<file path="config.mk">
export PLATFORM = sky130hd
export DESIGN_NAME = boot_strap_ctrl
export DESIGN_NICKNAME = d
export VERILOG_FILES = /design/src/rtl/boot_strap_ctrl.sv
export SDC_FILE = /design/constraint.sdc
export NUM_CORES = 1
export LEC_CHECK = 0
export BUFFER_PORTS_ARGS = -buffer_cell sky130_fd_sc_hd__buf_4
export CORE_UTILIZATION = 44
export DETAILED_ROUTE_END_ITERATION = 10
export GPL_ROUTABILITY_DRIVEN = 0
export PLACE_DENSITY = 0.78
export SKIP_CTS_REPAIR_TIMING = 1
export SYNTH_ARGS = -nofsm -noshare
export SYNTH_HDL_FRONTEND = slang
export SYNTH_SLANG_ARGS = --single-unit
</file>
<file path="constraint.sdc">
create_clock -name clk -period 2.11 [get_ports clk]
set_input_delay 0.211 -clock clk [delete_from_list [all_inputs] [get_ports clk]]
set_output_delay 0.211 -clock clk [all_outputs]
set_load 0.005 [all_outputs]
</file>
<file path="src/rtl/boot_strap_ctrl.sv">
module boot_strap_ctrl #(
  parameter int GPIO_W     = 32,
  parameter int WIN_CYCLES = 750000
) (
  input  logic              clk,
  input  logic              rst_n,
  input  logic [GPIO_W-1:0] gpio_in,
  output logic [1:0]        boot_mode,
  output logic              standalone,
  output logic [3:0]        if_en,
  output logic              uart_en,
  output logic              boot_done,
  output logic [GPIO_W-1:0] pin_oe,
  output logic [GPIO_W-1:0] pin_alt,
  output logic [3:0]        port_host
);
  localparam int CW   = $clog2(WIN_CYCLES + 1);
  localparam int P_HI = 31;
  localparam int P_LO = 30;
  localparam int P_ID = 29;
  localparam int P_TX = 28;
  localparam int P_RX = 27;
  localparam logic [1:0] M_SOLO = 2'b11;

  logic [2:0]    sync1, sync2;
  logic [1:0]    mode_q;
  logic          sampled, done_q;
  logic [CW-1:0] cnt;

  always_ff @(posedge clk) begin
    sync1 <= {gpio_in[P_HI], gpio_in[P_LO], gpio_in[P_ID]};
    sync2 <= sync1;
  end

  always_ff @(posedge clk or negedge rst_n) begin
    if (!rst_n) begin
      mode_q  <= '0;
      sampled <= 1'b0;
      done_q  <= 1'b0;
      cnt     <= '0;
    end else if (!sampled) begin
      mode_q  <= sync2[2:1];
      sampled <= 1'b1;
      cnt     <= '0;
    end else if (!done_q) begin
      if (cnt == CW'(WIN_CYCLES - 1)) done_q <= 1'b1;
      else                            cnt    <= cnt + 1'b1;
    end
  end

  assign boot_mode  = mode_q;
  assign boot_done  = done_q;
  assign standalone = sampled && (mode_q == M_SOLO);
  assign if_en      = done_q ? (4'b0001 << mode_q) : 4'b0000;
  assign uart_en    = done_q && standalone;
  assign port_host  = {3'b000, uart_en & ~sync2[0]};

  always_comb begin
    pin_oe  = '0;
    pin_alt = '0;
    if (sampled && !done_q) begin
      pin_alt[P_HI] = 1'b1;
      pin_alt[P_LO] = 1'b1;
    end
    if (uart_en) begin
      pin_oe[P_HI]  = 1'b1;
      pin_oe[P_LO]  = 1'b1;
      pin_oe[P_TX]  = 1'b1;
      pin_alt[P_HI] = 1'b1;
      pin_alt[P_LO] = 1'b1;
      pin_alt[P_ID] = 1'b1;
      pin_alt[P_TX] = 1'b1;
      pin_alt[P_RX] = 1'b1;
    end
  end
endmodule

</file>
Yosys cells after proc, flatten, opt, wreduce, memory -nomap -nowiden
Index checks and enable logic that the tools add are counted.
W data, S select, Z words.
- register bits after elaboration: 30
- logic and storage cells: 29
- add/subtract/negate cells: 1
- eq/ne operators: 4
- shifts and indexed selects: 1
- mux-type cells: 10
- bitwise gates (word level): 2
- reduce and logical (&&, ||, !) cells: 5
- operator list (operator ; count):
    $mux W20 ; 3
    $add A20 B1 Y20 const B ; 1
    $eq A20 B20 Y1 const B ; 1
    $mux W5 ; 1
    $mux W2 ; 2
    $mux W4 ; 1
    $ne A2 B2 Y1 const B ; 2
    $shl A1 B2 Y4 const A ; 1
    $logic_and A1 B1 Y1 ; 3
    $mux W1 ; 3
    $eq A2 B2 Y1 const B ; 1
    $reduce_and A2 Y1 ; 1
    $and A1 B1 Y1 ; 1
    $logic_not A1 Y1 ; 1
    $not A1 Y1 ; 1

Depth between registers and ports, before layout
Gate-level depths: netlist of the first run.
- depth after elaboration: 4
- mapped depth: 6
- depth with buffers taken out: 6

Least setup slack after synthesis of the first run
No wires, ideal clock.
- path kind: register to register
- from: reg cnt[10]
- to: reg cnt[13]
- setup time: 0.079 ns
- arrival: 1.671 ns
- path slack: 0.360 ns
- cell stages (with the launch flop): 6
- clock period less this slack: 1.750 ns
- cell sequence: dfrtp_1 > or4_4 > nor4_4 > a21oi_2 > nand4_1 > mux2i_1
- longest elaborated chain between the ends: 4
- ends and longest elaborated chain (element ; RTL line ; source):
    start, declared ; 28 ; logic [CW-1:0] cnt;
    start signal, assigned ; 47 ; else cnt <= cnt + 1'b1;
    $add A20 B1 Y20 ; 47 ;
    $mux W20 ; 46 ; if (cnt == CW'(WIN_CYCLES - 1)) done_q <= 1'b1;
    $mux W20 ; 45 ; end else if (!done_q) begin
    $mux W20 ; 41 ; end else if (!sampled) begin
Parallel ways exist; a longest one is shown, timed or not. The select of a mux whose other input is x is not followed.
A chain may end at the register's enable or synchronous reset.

Worst setup path after layout of the first run
- from: reg cnt[10]
- to: reg cnt[9]
- longest elaborated chain between the ends: 3
- ends and longest elaborated chain (element ; RTL line):
    $eq A20 B20 Y1 ; 46
    $ne A2 B2 Y1 (no line) ; --
    $reduce_and A2 Y1 (no line) ; --
Every way passes these cells.

==> results of run 1 <==
-- cells in the mapped netlist, types with 2 or more instances --
master,instances
dfxtp_1,6
nand3_1,10
dfrtp_1,24
nor4b_1,2
and3_1,4
clkbuf_1,3
o21ai_0,2
nand2_1,12
nand4_1,4
nand2b_1,4
and3_2,2
a211oi_1,2
nor2_1,17
mux2i_1,3
xor2_1,6
conb_1,2
inv_1,3
buf_4,66
nor3b_1,2
nor3_1,5
xnor2_1,10
-- critical path, stage by stage, from the launching register on --
cell and delay [ns]:
dfrtp_1 0.42, or4_4 0.56, nor4_4 0.38, a21oi_2 0.17, nand3_1 0.13, mux2i_1 0.19
-- layout by cell type, fill, tap and decap left out, types with 5 or more instances in the layout --
master    instances
conb_1           60
nor2_1           17
dfrtp_1          24
nand3_1          10
nor3_1            5
dfxtp_1           6
clkbuf_8          5
nand2_1          12
xor2_1            6
buf_4            26
xnor2_1          10
-- worst max-delay path by stage --
stage,from,to,slack [ns],cells after the start
floorplan,cnt[10],cnt[13],0.36,5
global placement,cnt[10],cnt[13],0.23,5
detailed placement,cnt[10],cnt[9],0.19,5
CTS,cnt[10],cnt[9],0.18,5
global route,cnt[10],cnt[9],0.07,5
finish,cnt[10],cnt[9],0.18,5
-- final cells by class --
class	count	area, sq um	area share
sequential	30	720.7	0.3750
inverter	3	11.26	0.005859
timing repair buffer	27	205.2	0.1068
multi-input combinational	157	842.1	0.4382
clock buffer	8	80.08	0.04167
tap	50	62.56	0.03255
-- kinds of logic after synthesis --
| kind of cell | Yosys count | share of synthesized area |
|---|---|---|
| and+or+nand+nor | 68 | 0.1974 |
| xor gates and xnor gates | 16 | 0.07522 |
| buffers and inverters | 72 | 0.2780 |
| DFF | 30 | 0.3868 |
| AOI/OAI and AO/OA | 8 | 0.02955 |
| muxes | 4 | 0.02216 |
| other | 2 | 0.004031 |
| adders and majority gates | 1 | 0.006715 |
-- state kept, by name, indices dropped and copies added (netlist names) --
| register | count |
|---|---|
| boot_done | 1 |
| sync1 | 3 |
| boot_mode | 2 |
| cnt | 20 |
| sync2 | 3 |
| sampled | 1 |
-- per-layer routing --
metal  wire length (microns)  global-route usage
met5                       0                   0
met4                      58             0.06383
met3                     217             0.06849
met2                    1261              0.2075
met1                    1301              0.1835
-- stage by stage --
step / std cells / total power, mW / util
after floorplan: 259 / 0.7382 / -
after global placement: 266 / 0.6888 / 0.4547
after detailed placement: 266 / 0.6911 / 0.4547
after CTS: 274 / 1.131 / 0.4745
after global routing: 275 / 1.175 / 0.4770
final: 275 / 1.121 / 0.4770
-- power by group through the flow --
stage	logic [mW]	registers [mW]	clock network (mW)
detailed placement	0.0759	0.615	0
CTS	0.0761	0.604	0.451
global placement	0.0742	0.615	0
global route	0.0947	0.607	0.473
finish	0.0777	0.605	0.439
floorplan	0.128	0.610	0
==> impl_metrics.json, run 1 <==
{
  "outcome": "finished clean",
  "power_density_nw_per_um2": 583.3,
  "crit_arrival_ns": 2.14,
  "endpoint_kind": "flop",
  "grt_pass1_vias": 1018,
  "finClkSkew_ns": 0.005242,
  "grt_first_pass_wirelength_mm": 4.650,
  "synthCells": 201,
  "io_pins": 111,
  "pwr-share-seq": 0.539,
  "fp.dieH_microns": 67.07,
  "cp_data_required_time_ns": 2.32,
  "synthToLayoutAreaGrowth_pct": 3.156,
  "cts_tree": "built",
  "ys_types": 33,
  "setup_ws_ns": 0.1822,
  "netSwitchingFraction": 0.2425,
  "rows": 23,
  "finalCriticalPeriod_ns": 1.928,
  "fillers": 397,
  "fin_area_sq_um": 1922,
  "intPower_uw": 849.2,
  "clock_sinks": 30,
  "grt-ovfl-total": 0,
  "post-place-ws_ns": 0.1933,
  "final.setup.tns_ns": 0,
  "finalSetupViolCount": 0,
  "drt_iter0_drc": 50,
  "grt_max_degree": 25,
  "initial_core_util": 0.4624,
  "clockBufferDepth": 2,
  "dr.pass1.iters": 4,
  "drcViolationCount": 0,
  "layout-drive-gt1-share": 0.1689,
  "place_area_sq_um": 1832,
  "min_path_type": "in2reg",
  "async_flop_share": 0.8000,
  "fin_nets": 259,
  "clock_latency_ns": 0.29,
  "rr_endpoint": "cnt[9]",
  "cts.clk_slew.worst_paths_ns": 0.06,
  "p_leak_nw": 0.9746,
  "drt-total-wl_mm": 2.838,
  "power_frac_comb": 0.069,
  "drv_cap": 0,
  "synth_flop_cell": "dfrtp_1",
  "vdd_drop_max_mv": 0.4174,
  "max_freq_mhz": 518.7,
  "yosysTopAreaCell": "dfrtp_1",
  "synth_top_cell_area_share": 0.3224,
  "critical_path_class": "reg2reg",
  "ys_ff_latch": 30,
  "r2r_cells": 5,
  "rsz0062_at_grt": "no",
  "crit_fanout": 6,
  "holdPathStages": 1,
  "synth_edf_count": 0,
  "syn_area_sq_um": 1863,
  "synth-seq-area-share": 0.3868,
  "grt_usage": 0.1452,
  "worstHoldStart": "gpio_in[31]",
  "core_sq_um": 4029,
  "p_sw_uw": 271.9,
  "yosysWarnings": 0,
  "insertedDiodeCount": 0,
  "syn_area_per_cell_sq_um": 9.269,
  "finalHoldViolCount": 0,
  "antenna_found_initial": 0,
  "via_per_inst": 4.305,
  "finalCritPeriodShare": 0.9136,
  "dieWidth_microns": 67.07,
  "vias": 1184,
  "reg2reg_slack_ns": 0.18,
  "synth_area_leaders": "dfrtp_1 (32%), buf_4 (27%), dfxtp_1 (6.4%), xnor2_1 (4.7%), nor2_1 (3.4%)",
  "cts_root_buf": "clkbuf_8",
  "post_drt_wl_per_cell_microns": 10.32,
  "port_buffers": 22,
  "rr_startpoint": "cnt[10]",
  "worst_setup_path_start_kind": "flop",
  "holdWs_ns": 0.02053,
  "die_area_sq_um": 4498,
  "post-dp-hpwl_mm": 2.091,
  "cts_buffers": 5,
  "hold_end": "sync1[2]",
  "clockPowerShare": 0.391,
  "htree_levels": 2,
  "ant_nets": 0,
  "drv_slew": 0
}
Note: power is estimated with default switching activity, not from simulation.
==> run 2, diff against run 1 <==
--- a/config.mk
+++ b/config.mk
@@ -9,7 +9,7 @@
 export CORE_UTILIZATION = 44
 export DETAILED_ROUTE_END_ITERATION = 10
 export GPL_ROUTABILITY_DRIVEN = 0
-export PLACE_DENSITY = 0.78
+export PLACE_DENSITY = 0.86
 export SKIP_CTS_REPAIR_TIMING = 1
 export SYNTH_ARGS = -nofsm -noshare
 export SYNTH_HDL_FRONTEND = slang
==> impl_metrics.json, run 2 (synthesis results as in run 1) <==
{
  "fin_nets": 259,
  "dr.pass1.iters": 4,
  "finalCritPeriodShare": 0.9025,
  "total_power_mw": 1.119,
  "via_per_inst": 4.360,
  "synthToLayoutAreaGrowth_pct": 3.156,
  "die_area_sq_um": 4498,
  "dieWidth_microns": 67.07,
  "crit_fanout": 6,
  "fillers": 394,
  "post-dp-hpwl_mm": 2.012,
  "layout-drive-gt1-share": 0.1689,
  "finalSetupViolCount": 0,
  "max_freq_mhz": 525.1,
  "cts_root_buf": "clkbuf_8",
  "regMostFlops": "cnt",
  "finalHoldViolCount": 0,
  "port_buffers": 22,
  "endpoint_kind": "flop",
  "crit_slowest_cell": "or4_4",
  "io_pins": 111,
  "cts_tree": "built",
  "initial_core_util": 0.4624,
  "fin_cells": 275,
  "core_sq_um": 4029,
  "rows": 23,
  "crit_arrival_ns": 2.11,
  "cts_buffers": 5,
  "worst_setup_path_start_kind": "flop",
  "finClkSkew_ns": 0.009049,
  "reg_top3": "cnt x20, sync1 x3, sync2 x3",
  "post_drt_wl_per_cell_microns": 10.15,
  "grt_first_pass_wirelength_mm": 4.595,
  "outcome": "finished clean",
  "largest_reg_flops": 20,
  "clockBufferDepth": 2,
  "drv_slew": 0,
  "critPathTopFamily": "simple AND/OR/NAND/NOR gates",
  "grt_max_degree": 25,
  "p_leak_nw": 0.9746,
  "dp_cells": 266,
  "grt-ovfl-total": 0,
  "antenna_found_initial": 0,
  "layout_commonest_cell": "conb_1",
  "vdd_drop_max_mv": 0.4622,
  "ant_nets": 0,
  "most-common-layout-cells": "conb_1 (60), buf_4 (26), dfrtp_1 (24)",
  "power_density_nw_per_um2": 582.4,
  "rsz0062_at_grt": "no",
  "htree_levels": 2,
  "clock_latency_ns": 0.29,
  "cts.clk_slew.worst_paths_ns": 0.06,
  "drt-total-wl_mm": 2.790,
  "drcViolationCount": 0,
  "path_buf_inv": 0,
  "vias": 1199,
  "clock_sinks": 30,
  "drv_cap": 0,
  "insertedDiodeCount": 0,
  "grt_pass1_vias": 1061,
  "fp.dieH_microns": 67.07,
  "grt_usage": 0.1412,
  "slowest_delay_ns": 0.56,
  "final.setup.tns_ns": 0,
  "drt_iter0_drc": 74,
  "critical_path_class": "reg2reg",
  "crit_chain": "or4_4 > nor4_4 > a21oi_2 > nand4_1 > mux2i_1",
  "cp_data_required_time_ns": 2.32,
  "finalCriticalPeriod_ns": 1.904,
  "min_path_type": "in2reg"
}
-- run 2: cell counts in the layout (fill, tap and decap cells not counted) --
Identical to the previous run, type by type.
-- run 2: where the power goes --
| group | internal [mW] | switching [mW] |
|---|---|---|
| Combinational | 0.0266 | 0.0513 |
| Sequential | 0.589 | 0.0160 |
| Clock | 0.234 | 0.203 |
| Total | 0.849 | 0.270 |
-- run 2: metrics by stage --
stage          worst slack, ns  area (sq um)  utilization  hold slack [ns]
2_1_floorplan           0.3598          2081            -         -0.08459
3_3_place_gp            0.2225          1832       0.4547           0.1248
3_5_place_dp            0.2130          1832       0.4547           0.1299
4_1_cts                 0.1920          1912       0.4745          -0.1890
5_1_grt                0.09771          1922       0.4770          0.01930
6_report                0.2056          1922       0.4770          0.03005
-- run 2: cell type report --
cell class,count,area (sq um),area share
inverter,3,11.26,0.005859
tap,50,62.56,0.03255
clock buffer,8,80.08,0.04167
sequential,30,720.7,0.3750
timing repair buffer,27,205.2,0.1068
multi-input combinational,157,842.1,0.4382
-- run 2: worst paths after layout --
| path | cells after the start | slack, ns | from | to |
|---|---|---|---|---|
| worst min register to register | 0 | 0.33 | sync1[2] | sync2[2] |
| worst min-delay path | 1 | 0.03 | gpio_in[31] | sync1[2] |
| worst max register to register | 5 | 0.21 | cnt[10] | cnt[13] |
| max in group asynchronous | 2 | 1.50 | rst_n | cnt[13] |
| worst max-delay path | 5 | 0.21 | cnt[10] | cnt[13] |
| min in group asynchronous | 2 | 0.36 | rst_n | cnt[5] |
-- run 2: routing by layer --
metal	up-vias	routed length, microns	global-route usage
li1	582	-	-
met1	563	1224	0.1706
met2	49	1327	0.2150
met3	5	185	0.04452
met4	0	53	0.08777
met5	-	0	0
-- run 2: worst reg2reg max path: stages, from the launching register on --
cell and delay (ns):
dfrtp_1 0.42, or4_4 0.56, nor4_4 0.37, a21oi_2 0.17
nand4_1 0.13, mux2i_1 0.18
